--- config.mk ---
export PLATFORM = sky130hd
export DESIGN_NAME = ring_addr_gen
export DESIGN_NICKNAME = d
export VERILOG_FILES = /design/src/rtl/ring_addr_pkg.sv /design/src/rtl/ring_cnt.sv /design/src/rtl/desc_addr_calc.sv /design/src/rtl/buf_addr_ext.sv /design/src/rtl/ring_addr_gen.sv
export SDC_FILE = /design/constraint.sdc
export NUM_CORES = 1
export LEC_CHECK = 0
export ABC_CLOCK_PERIOD_IN_PS = 14550
export BUFFER_PORTS_ARGS = -buffer_cell sky130_fd_sc_hd__buf_4
export CORE_MARGIN = 2
export CORE_UTILIZATION = 57
export DETAILED_ROUTE_END_ITERATION = 12
export HOLD_SLACK_MARGIN = 0.15
export PLACE_DENSITY_LB_ADDON = 0.3
export SKIP_CTS_REPAIR_TIMING = 1
export SKIP_LAST_GASP = 1
export SLEW_MARGIN = 10
export SYNTH_ARGS = -nofsm -noshare
export SYNTH_HDL_FRONTEND = slang
export SYNTH_SLANG_ARGS = --single-unit
export TNS_END_PERCENT = 5
--- constraint.sdc ---
create_clock -name clk -period 14.55 [get_ports clk]
set_clock_uncertainty 0.2 [all_clocks]
set_input_delay 0.7275 -clock clk [delete_from_list [all_inputs] [get_ports clk]]
set_output_delay 0.7275 -clock clk [all_outputs]
set_load 0.01 [all_outputs]
--- src/rtl/ring_addr_pkg.sv ---
package ring_addr_pkg;
  localparam int unsigned RA_AW = 32;
  localparam int unsigned RA_CW = 16;
  localparam int unsigned RA_HW = 16;
  localparam int unsigned RA_IW = RA_CW + 2;
  localparam int unsigned STRIDE_LG_NARROW = 3;
  localparam int unsigned STRIDE_LG_WIDE = 4;
  localparam int unsigned WRAP_PASSES = 3;
  localparam int unsigned EXT_BYTE_SHIFT = 16;

  typedef logic [RA_AW-1:0] addr_t;
  typedef logic [RA_CW-1:0] cnt_t;
  typedef logic [RA_HW-1:0] half_t;
  typedef logic signed [RA_IW-1:0] idx_t;

  // Slot index counter-back; below 1 it wraps up by whole ring lengths.
  function automatic idx_t wrap_idx(cnt_t cnt, int unsigned back, cnt_t len);
    idx_t r;
    r = idx_t'({2'b00, cnt}) - idx_t'(back);
    for (int p = 0; p < WRAP_PASSES; p++) begin
      if (r < idx_t'(1) && len != '0) r = r + idx_t'({2'b00, len});
    end
    return r;
  endfunction

  function automatic addr_t slot_addr(addr_t base, cnt_t len, idx_t idx, logic wide);
    idx_t d;
    addr_t off;
    d = idx_t'({2'b00, len}) - idx;
    off = {{(RA_AW-RA_IW){d[RA_IW-1]}}, d};
    off = wide ? (off << STRIDE_LG_WIDE) : (off << STRIDE_LG_NARROW);
    return base + off;
  endfunction

  function automatic cnt_t step_count(cnt_t cnt, cnt_t len);
    return (cnt <= cnt_t'(1)) ? len : cnt - cnt_t'(1);
  endfunction

  function automatic addr_t widen_ptr(addr_t a, logic p32, half_t ext);
    addr_t hi;
    hi = addr_t'(ext & {8'hff, {(RA_HW-8){1'b0}}}) << EXT_BYTE_SHIFT;
    return p32 ? a : (a | hi);
  endfunction
endpackage

--- src/rtl/ring_cnt.sv ---
module ring_cnt
  import ring_addr_pkg::*;
(
  input  logic clk,
  input  logic rst_n,
  input  logic load,
  input  cnt_t load_len,
  input  logic adv,
  output cnt_t cnt,
  output cnt_t len
);
  cnt_t cnt_q, len_q;
  logic step_ev, wrap_ev;

  assign step_ev = adv && !load && (cnt_q > cnt_t'(1));
  assign wrap_ev = adv && !load && (cnt_q <= cnt_t'(1));

  always_ff @(posedge clk or negedge rst_n) begin
    if (!rst_n) begin
      cnt_q <= '0;
      len_q <= '0;
    end else if (load) begin
      cnt_q <= load_len;
      len_q <= load_len;
    end else if (adv) begin
      cnt_q <= step_count(cnt_q, len_q);
    end
  end

  assign cnt = cnt_q;
  assign len = len_q;

  p_step_r6: assert property (@(posedge clk) disable iff (!rst_n)
    step_ev |=> cnt_q == $past(cnt_q) - cnt_t'(1));
  p_wrap_r7: assert property (@(posedge clk) disable iff (!rst_n)
    wrap_ev |=> cnt_q == $past(len_q));
  p_bound_r7: assert property (@(posedge clk) disable iff (!rst_n)
    cnt_q <= len_q);
  p_load_wins_r8: assert property (@(posedge clk) disable iff (!rst_n)
    load |=> cnt_q == $past(load_len));
endmodule

--- src/rtl/desc_addr_calc.sv ---
module desc_addr_calc
  import ring_addr_pkg::*;
#(
  parameter int unsigned N_SLOTS = 3
)(
  input  logic  clk,
  input  logic  rst_n,
  input  addr_t base,
  input  cnt_t  len,
  input  cnt_t  cnt,
  input  logic  wide,
  output addr_t slot [N_SLOTS]
);
  addr_t ring_span;
  logic  cnt_in_ring;

  assign ring_span = wide ? (addr_t'(len) << STRIDE_LG_WIDE) : (addr_t'(len) << STRIDE_LG_NARROW);
  assign cnt_in_ring = (cnt >= cnt_t'(1)) && (cnt <= len);

  for (genvar g = 0; g < N_SLOTS; g++) begin : g_slot
    assign slot[g] = slot_addr(base, len, wrap_idx(cnt, g, len), wide);

    p_in_ring_r5: assert property (@(posedge clk) disable iff (!rst_n)
      cnt_in_ring |-> (slot[g] - base) < ring_span);
  end
endmodule

--- src/rtl/buf_addr_ext.sv ---
module buf_addr_ext
  import ring_addr_pkg::*;
(
  input  addr_t a_in,
  input  logic  p32,
  input  half_t ext,
  output addr_t a_out
);
  assign a_out = widen_ptr(a_in, p32, ext);
endmodule

--- src/rtl/ring_addr_gen.sv ---
module ring_addr_gen
  import ring_addr_pkg::*;
(
  input  logic        clk,
  input  logic        rst_n,
  input  logic        cfg_load,
  input  logic [15:0] rx_base_lo,
  input  logic [15:0] rx_base_hi,
  input  logic [15:0] tx_base_lo,
  input  logic [15:0] tx_base_hi,
  input  logic [15:0] rx_ring_len,
  input  logic [15:0] tx_ring_len,
  input  logic        wide_desc,
  input  logic        ptr32_mode,
  input  logic [15:0] ext_reg,
  input  logic        rx_adv,
  input  logic        tx_adv,
  input  logic [31:0] buf_addr_in,
  output logic [31:0] rx_cur_addr,
  output logic [31:0] rx_nxt_addr,
  output logic [31:0] rx_nnx_addr,
  output logic [31:0] tx_cur_addr,
  output logic        rx_ring_ok,
  output logic        tx_ring_ok,
  output logic [15:0] rx_count,
  output logic [15:0] tx_count,
  output logic [31:0] buf_phys_addr
);
  localparam int unsigned N_RINGS = 2;
  localparam int unsigned RX = 0;
  localparam int unsigned TX = 1;
  localparam int unsigned RX_LOOK = 3;
  localparam int unsigned TX_LOOK = 1;

  addr_t rx_base_q, tx_base_q;
  logic  wide_q, p32_q;
  half_t ext_q;

  always_ff @(posedge clk or negedge rst_n) begin
    if (!rst_n) begin
      rx_base_q <= '0;
      tx_base_q <= '0;
      wide_q    <= 1'b0;
      p32_q     <= 1'b0;
      ext_q     <= '0;
    end else if (cfg_load) begin
      rx_base_q <= {rx_base_hi, rx_base_lo};
      tx_base_q <= {tx_base_hi, tx_base_lo};
      wide_q    <= wide_desc;
      p32_q     <= ptr32_mode;
      ext_q     <= ext_reg;
    end
  end

  logic adv_v [N_RINGS];
  cnt_t new_len [N_RINGS];
  cnt_t cnt_v [N_RINGS];
  cnt_t len_v [N_RINGS];

  assign adv_v[RX]   = rx_adv;
  assign adv_v[TX]   = tx_adv;
  assign new_len[RX] = rx_ring_len;
  assign new_len[TX] = tx_ring_len;

  for (genvar r = 0; r < N_RINGS; r++) begin : g_ring
    ring_cnt u_cnt (
      .clk      (clk),
      .rst_n    (rst_n),
      .load     (cfg_load),
      .load_len (new_len[r]),
      .adv      (adv_v[r]),
      .cnt      (cnt_v[r]),
      .len      (len_v[r])
    );
  end

  addr_t rx_slot [RX_LOOK];
  addr_t tx_slot [TX_LOOK];

  desc_addr_calc #(.N_SLOTS(RX_LOOK)) u_rx_addr (
    .clk   (clk),
    .rst_n (rst_n),
    .base  (rx_base_q),
    .len   (len_v[RX]),
    .cnt   (cnt_v[RX]),
    .wide  (wide_q),
    .slot  (rx_slot)
  );

  desc_addr_calc #(.N_SLOTS(TX_LOOK)) u_tx_addr (
    .clk   (clk),
    .rst_n (rst_n),
    .base  (tx_base_q),
    .len   (len_v[TX]),
    .cnt   (cnt_v[TX]),
    .wide  (wide_q),
    .slot  (tx_slot)
  );

  buf_addr_ext u_buf (
    .a_in  (buf_addr_in),
    .p32   (p32_q),
    .ext   (ext_q),
    .a_out (buf_phys_addr)
  );

  assign rx_cur_addr = rx_slot[0];
  assign rx_nxt_addr = rx_slot[1];
  assign rx_nnx_addr = rx_slot[2];
  assign tx_cur_addr = tx_slot[0];
  assign rx_ring_ok  = rx_base_q != '0;
  assign tx_ring_ok  = tx_base_q != '0;
  assign rx_count    = cnt_v[RX];
  assign tx_count    = cnt_v[TX];

  p_tx_indep_r11: assert property (@(posedge clk) disable iff (!rst_n)
    (!tx_adv && !cfg_load) |=> $stable(tx_count));
  p_rx_indep_r11: assert property (@(posedge clk) disable iff (!rst_n)
    (!rx_adv && !cfg_load) |=> $stable(rx_count));
endmodule

==> flow_metrics.env, run 1 <==
export IMPL_slowest_stage="dfrtp_1"
export IMPL_post_route_period_util=0.952
export IMPL_final_cell_area_mm2=0.0306
export IMPL_power_w=0.00435
export IMPL_hold_class="in -> reg"
export IMPL_num_fill_cells=4228
export IMPL_mostFrequentLayoutCells="ha_1 (377), buf_4 (333), nand2_1 (302)"
export IMPL_peakVddDrop_mv=0.142
export IMPL_grt_setup_unrepaired="true"
export IMPL_slew_headroom=0.352
export IMPL_fp_coreArea_mm2=0.0475
export IMPL_yosys_warnings=0
export IMPL_grt_antenna_before_repair=1
export IMPL_cts_tree="built"
export IMPL_rows=80
export IMPL_clock_path_buffers=2
export IMPL_fp_dieH_um=223
export IMPL_grt_max_degree=79
export IMPL_crit_buf_inv=3
export IMPL_p_leak_nw=14.1
export IMPL_die_area_mm2=0.0497
export IMPL_nets=4340
export IMPL_fin_crit_ns=13.86
export IMPL_seq_area_mm2=0.00345
export IMPL_end_kind="output port"
export IMPL_r2r_slack_ns=11.00
export IMPL_io_pins=345
export IMPL_h_tree_depth=4
export IMPL_required_ns=13.62
export IMPL_final_common_cell="ha_1"
export IMPL_setup_viol=0
export IMPL_cp_max_fo=13
export IMPL_synthesis_area_mm2=0.0273
export IMPL_synth_distinct_cells=95
export IMPL_crit_type="reg -> out"
export IMPL_synth_seq_cells=138
export IMPL_grt_pass1_wl_um=142000
export IMPL_finalHoldViolCount=0
export IMPL_startpoint_type="flip-flop"
export IMPL_ys_flop_type="dfrtp_1"
export IMPL_status="completed"
export IMPL_viasPerCell=6.38
export IMPL_initial_core_util=0.574
export IMPL_first_pass_iters=6
export IMPL_layout_drive_gt1_share=0.147
export IMPL_numCtsBuffers=17
export IMPL_clkTransAtPathRegs_ns=0.07
export IMPL_ys_seq_area_frac=0.127
export IMPL_synth_edff_count=0
export IMPL_timing_final_ws_setup_ns=0.692
export IMPL_synth_fp_nets=4104
export IMPL_dp_slack_ns=1.24
export IMPL_avgSynthCellArea_um2=7.68
export IMPL_via_count=28200
export IMPL_critPathTopFamily="compound AO/OA/AOI/OAI gates"
export IMPL_dpl_instance_area_mm2=0.0300
export IMPL_worst_endpoint_arrival_ns=12.93
export IMPL_wl_per_cell_um=20.3
export IMPL_p_per_area_mw_per_mm2=142
export IMPL_area_growth_pct=12.3
export IMPL_async_flop_share=1.00
export IMPL_fmax_mhz=72.2
export IMPL_hpwl_um=70300
export IMPL_multiInputGateArea_mm2=0.0226
export IMPL_drv_cap=0
export IMPL_overflow=0
export IMPL_gp_congestion=1.00
export IMPL_grt_total_usage=0.358
export IMPL_slew_violations=0
export IMPL_ant_nets=0
export IMPL_grt_pass1_vias=26600
export IMPL_die_w_um=223
export IMPL_cts_sinks=138
export IMPL_insertion_delay_ns=0.49
export IMPL_cts_root_buf="clkbuf_16"
export IMPL_syn_inst=3556
export IMPL_drcViolationCount=0
export IMPL_routed_wl_um=89800
export IMPL_worst_slew_pin_transition_ns=0.972
export IMPL_drt_iter0_drc=2349
export IMPL_slowest_delay_ns=0.57
export IMPL_io_buffers=288
==> report_power, final <==
part	switching (W)	leakage, nW	internal (W)
logic	0.00191	12.2	0.00150
registers	0.0000848	1.63	0.000421
clock network	0.000200	0.277	0.000242
==> final timing paths <==
path | startpoint | to | cells after the start
worst max-delay path | g_ring[0].u_cnt.cnt[2] | rx_nxt_addr[29] | 52
worst min-delay path | wide_desc | wide_q | 3
worst max register to register | g_ring[0].u_cnt.cnt[2] | g_ring[0].u_cnt.cnt[7] | 9
worst min register to register | ext_q[8] | ext_q[8] | 1
max in group asynchronous | rst_n | wide_q | 3
min in group asynchronous | rst_n | tx_base_q[7] | 2
==> cell families after synthesis <==
| kind of cell | after synthesis | share of synthesized area |
|---|---|---|
| buf+inv | 299 | 0.0467 |
| xor+xnor | 307 | 0.0990 |
| fa+ha+maj | 397 | 0.187 |
| simple gates | 1136 | 0.206 |
| flops | 138 | 0.127 |
| compound gates | 1085 | 0.256 |
| mux | 194 | 0.0773 |
==> state kept, by name, summed over array words and instances, names as in the netlist <==
name              cells
g_ring.u_cnt.cnt     32
wide_q                1
ext_q                 8
rx_base_q            32
g_ring.u_cnt.len     32
p32_q                 1
tx_base_q            32
==> synthesized netlist by cell type, drive strengths merged (16+ instances only) <==
cell type | count | share of area
nand3 | 83 | 0.015
nor3 | 92 | 0.017
mux2i | 65 | 0.024
o211ai | 29 | 0.0080
o21a | 57 | 0.016
and2 | 34 | 0.0078
a211oi | 40 | 0.011
buf | 54 | 0.013
a31o | 16 | 0.0051
or2 | 21 | 0.0048
nor4 | 55 | 0.013
xnor2 | 208 | 0.067
o21bai | 51 | 0.014
nor2b | 46 | 0.011
nand2b | 39 | 0.0089
fa | 20 | 0.015
or3 | 42 | 0.0096
dfrtp | 138 | 0.13
nor2 | 272 | 0.038
a31oi | 38 | 0.0087
nand2 | 302 | 0.042
mux2 | 129 | 0.053
xor2 | 98 | 0.031
clkbuf | 65 | 0.0089
o21ai | 273 | 0.050
inv | 178 | 0.024
ha | 377 | 0.17
a21o | 105 | 0.029
a21oi | 285 | 0.052
and3 | 34 | 0.0078
a21boi | 22 | 0.0061
o31ai | 20 | 0.0055
nand4 | 44 | 0.010
==> worst reg2reg max path, stage by stage, from the launching register on <==
cell,delay (ns)
dfrtp_1,0.57
inv_1,0.20
ha_1,0.30
nor3b_4,0.40
nand4_1,0.27
or3_1,0.56
nand2_1,0.35
nor2_1,0.12
o311ai_0,0.34
o21a_1,0.19
==> cell type report <==
type	count	area share
Clock inverter	14	0.00449
Antenna cell	1	0.0000817
Inverter	180	0.0220
Multi-Input combinational cell	3119	0.739
Tap cell	615	0.0251
Clock buffer	18	0.0143
Sequential cell	138	0.113
Timing Repair Buffer	336	0.0826
==> metrics by stage <==
stage / utilization / TNS, ns / cells / hold slack, ns
6_report: 0.645 / 0 / 4421 / 0.245
2_1_floorplan: - / 0 / 3556 / 0.232
3_5_place_dp: 0.631 / 0 / 4387 / 0.300
5_1_grt: 0.644 / -0.278 / 4420 / 0.254
3_3_place_gp: 0.631 / 0 / 4387 / 0.292
4_1_cts: 0.643 / 0 / 4419 / 0.0611
==> layer usage <==
layer / GRT usage / part of all wire
met5: 0 / 0.00012
met2: 0.575 / 0.45
met1: 0.460 / 0.42
met4: 0.154 / 0.041
met3: 0.0792 / 0.090
(Power assumes the default switching activity.)
==> inputs of run 2 (changes only) <==
Settings changed: CAP_MARGIN from default to 20, CORE_UTILIZATION 57 to 61, SETUP_SLACK_MARGIN from default to 0.4.
==> flow_metrics.env, run 2 (synthesis results as in run 1) <==
export IMPL_multiInputGateArea_mm2=0.0227
export IMPL_fin_crit_ns=13.52
export IMPL_insertion_delay_ns=0.51
export IMPL_cts_tree="built"
export IMPL_status="completed"
export IMPL_wl_per_cell_um=20.3
export IMPL_final_common_cell="ha_1"
export IMPL_dp_slack_ns=1.13
export IMPL_nets=4352
export IMPL_crit_buf_inv=7
export IMPL_crit_type="reg -> out"
export IMPL_p_per_area_mw_per_mm2=142
export IMPL_post_route_period_util=0.929
export IMPL_overflow=0
export IMPL_drcViolationCount=0
export IMPL_layout_drive_gt1_share=0.152
export IMPL_grt_total_usage=0.377
export IMPL_finalHoldViolCount=0
export IMPL_grt_antenna_before_repair=0
export IMPL_fmax_mhz=74.0
export IMPL_end_kind="output port"
export IMPL_clkTransAtPathRegs_ns=0.07
export IMPL_seq_area_mm2=0.00346
export IMPL_cts_root_buf="clkbuf_16"
export IMPL_grt_setup_unrepaired="true"
export IMPL_startpoint_type="flip-flop"
export IMPL_die_area_mm2=0.0465
export IMPL_setup_viol=0
export IMPL_mostFrequentLayoutCells="ha_1 (376), buf_4 (342), nand2_1 (301)"
export IMPL_hold_class="in -> reg"
export IMPL_num_fill_cells=3729
export IMPL_p_switching_w=0.00219
export IMPL_antenna_cells=0
export IMPL_required_ns=13.62
export IMPL_p_sw_frac=0.501
export IMPL_fp_coreArea_mm2=0.0442
export IMPL_clock_path_buffers=2
export IMPL_seqPwrFrac=0.116
export IMPL_cp_max_fo=17
export IMPL_clkPwrFrac=0.105
export IMPL_drt_iter0_drc=2597
export IMPL_timing_final_ws_setup_ns=1.03
export IMPL_combinationalPowerShare=0.779
export IMPL_worst_endpoint_arrival_ns=12.59
export IMPL_p_int_w=0.00218
export IMPL_initial_core_util=0.617
export IMPL_peakVddDrop_mv=0.175
export IMPL_p_leak_nw=14.2
export IMPL_slew_headroom=0.296
export IMPL_crit_top_cell="a21oi_1"
export IMPL_grt_pass1_vias=26800
export IMPL_drv_cap=0
export IMPL_cts_sinks=138
export IMPL_grt_max_degree=85
export IMPL_routed_wl_um=89500
export IMPL_slowest_delay_ns=0.55
export IMPL_critPathTopFamily="compound AO/OA/AOI/OAI gates"
export IMPL_viasPerCell=6.44
export IMPL_rows=77
export IMPL_fp_dieH_um=216
export IMPL_io_pins=345
export IMPL_via_count=28400
export IMPL_numCtsBuffers=17
export IMPL_ant_nets=0
export IMPL_gp_congestion=1.00
export IMPL_whs_ns=0.226
export IMPL_h_tree_depth=4
export IMPL_io_buffers=288
export IMPL_worst_slew_pin_transition_ns=1.06
export IMPL_die_w_um=216
export IMPL_tns_ns=0
export IMPL_area_growth_pct=12.8
export IMPL_first_pass_iters=7
export IMPL_grt_pass1_wl_um=141000
export IMPL_hpwl_um=69300
export IMPL_slowest_stage="or4_4"
export IMPL_slew_violations=0
-- run 2: path summary, 6_finish.rpt --
check	startpoint	slack [ns]	depth (start not counted)	end
worst max-delay path	g_ring[0].u_cnt.cnt[0]	1.03	52	rx_nxt_addr[29]
worst min-delay path	ptr32_mode	0.23	3	p32_q
worst max register to register	g_ring[0].u_cnt.cnt[2]	10.96	10	g_ring[0].u_cnt.cnt[7]
worst min register to register	ext_q[10]	0.32	1	ext_q[10]
max in group asynchronous	rst_n	12.51	4	rx_base_q[12]
min in group asynchronous	rst_n	0.55	2	ext_q[15]
-- run 2: final cells by class --
| type | count | share of cell area |
|---|---|---|
| inverter | 180 | 0.0221 |
| tap | 592 | 0.0241 |
| clock inverter | 14 | 0.00524 |
| timing repair buffer | 347 | 0.0855 |
| multi-input combinational | 3120 | 0.737 |
| sequential | 138 | 0.112 |
| clock buffer | 18 | 0.0139 |
-- run 2: tightest hold or removal path: stages --
cell and delay, ns:
buf_4 0.08, nand2_1 0.04, o21ai_0 0.05
-- run 2: routing by layer --
| metal | GRT usage | vias up | wire length (µm) |
|---|---|---|---|
| met5 | 0 | - | 0 |
| met4 | 0.199 | 0 | 4980 |
| met3 | 0.0853 | 303 | 8390 |
| met2 | 0.598 | 1340 | 39000 |
| met1 | 0.478 | 13100 | 37200 |
| li1 | - | 13700 | - |
-- run 2: power by group through the flow --
stage	combinational [W]	clock, W	sequential, W
6_report	0.00340	0.000459	0.000508
3_3_place_gp	0.00327	0	0.000509
2_1_floorplan	0.00222	0	0.000485
5_1_grt	0.00371	0.000478	0.000510
4_1_cts	0.00333	0.000465	0.000503
3_5_place_dp	0.00330	0	0.000510
-- run 2: stage by stage --
stage                     instances  instance area (µm²)   util  power, W
after floorplan                3556                27300      -   0.00270
after global placement         4365                30000  0.678   0.00378
after detailed placement       4366                30000  0.678   0.00381
after CTS                      4398                30600  0.691   0.00430
after global routing           4409                30800  0.696   0.00469
final                          4409                30800  0.696   0.00437
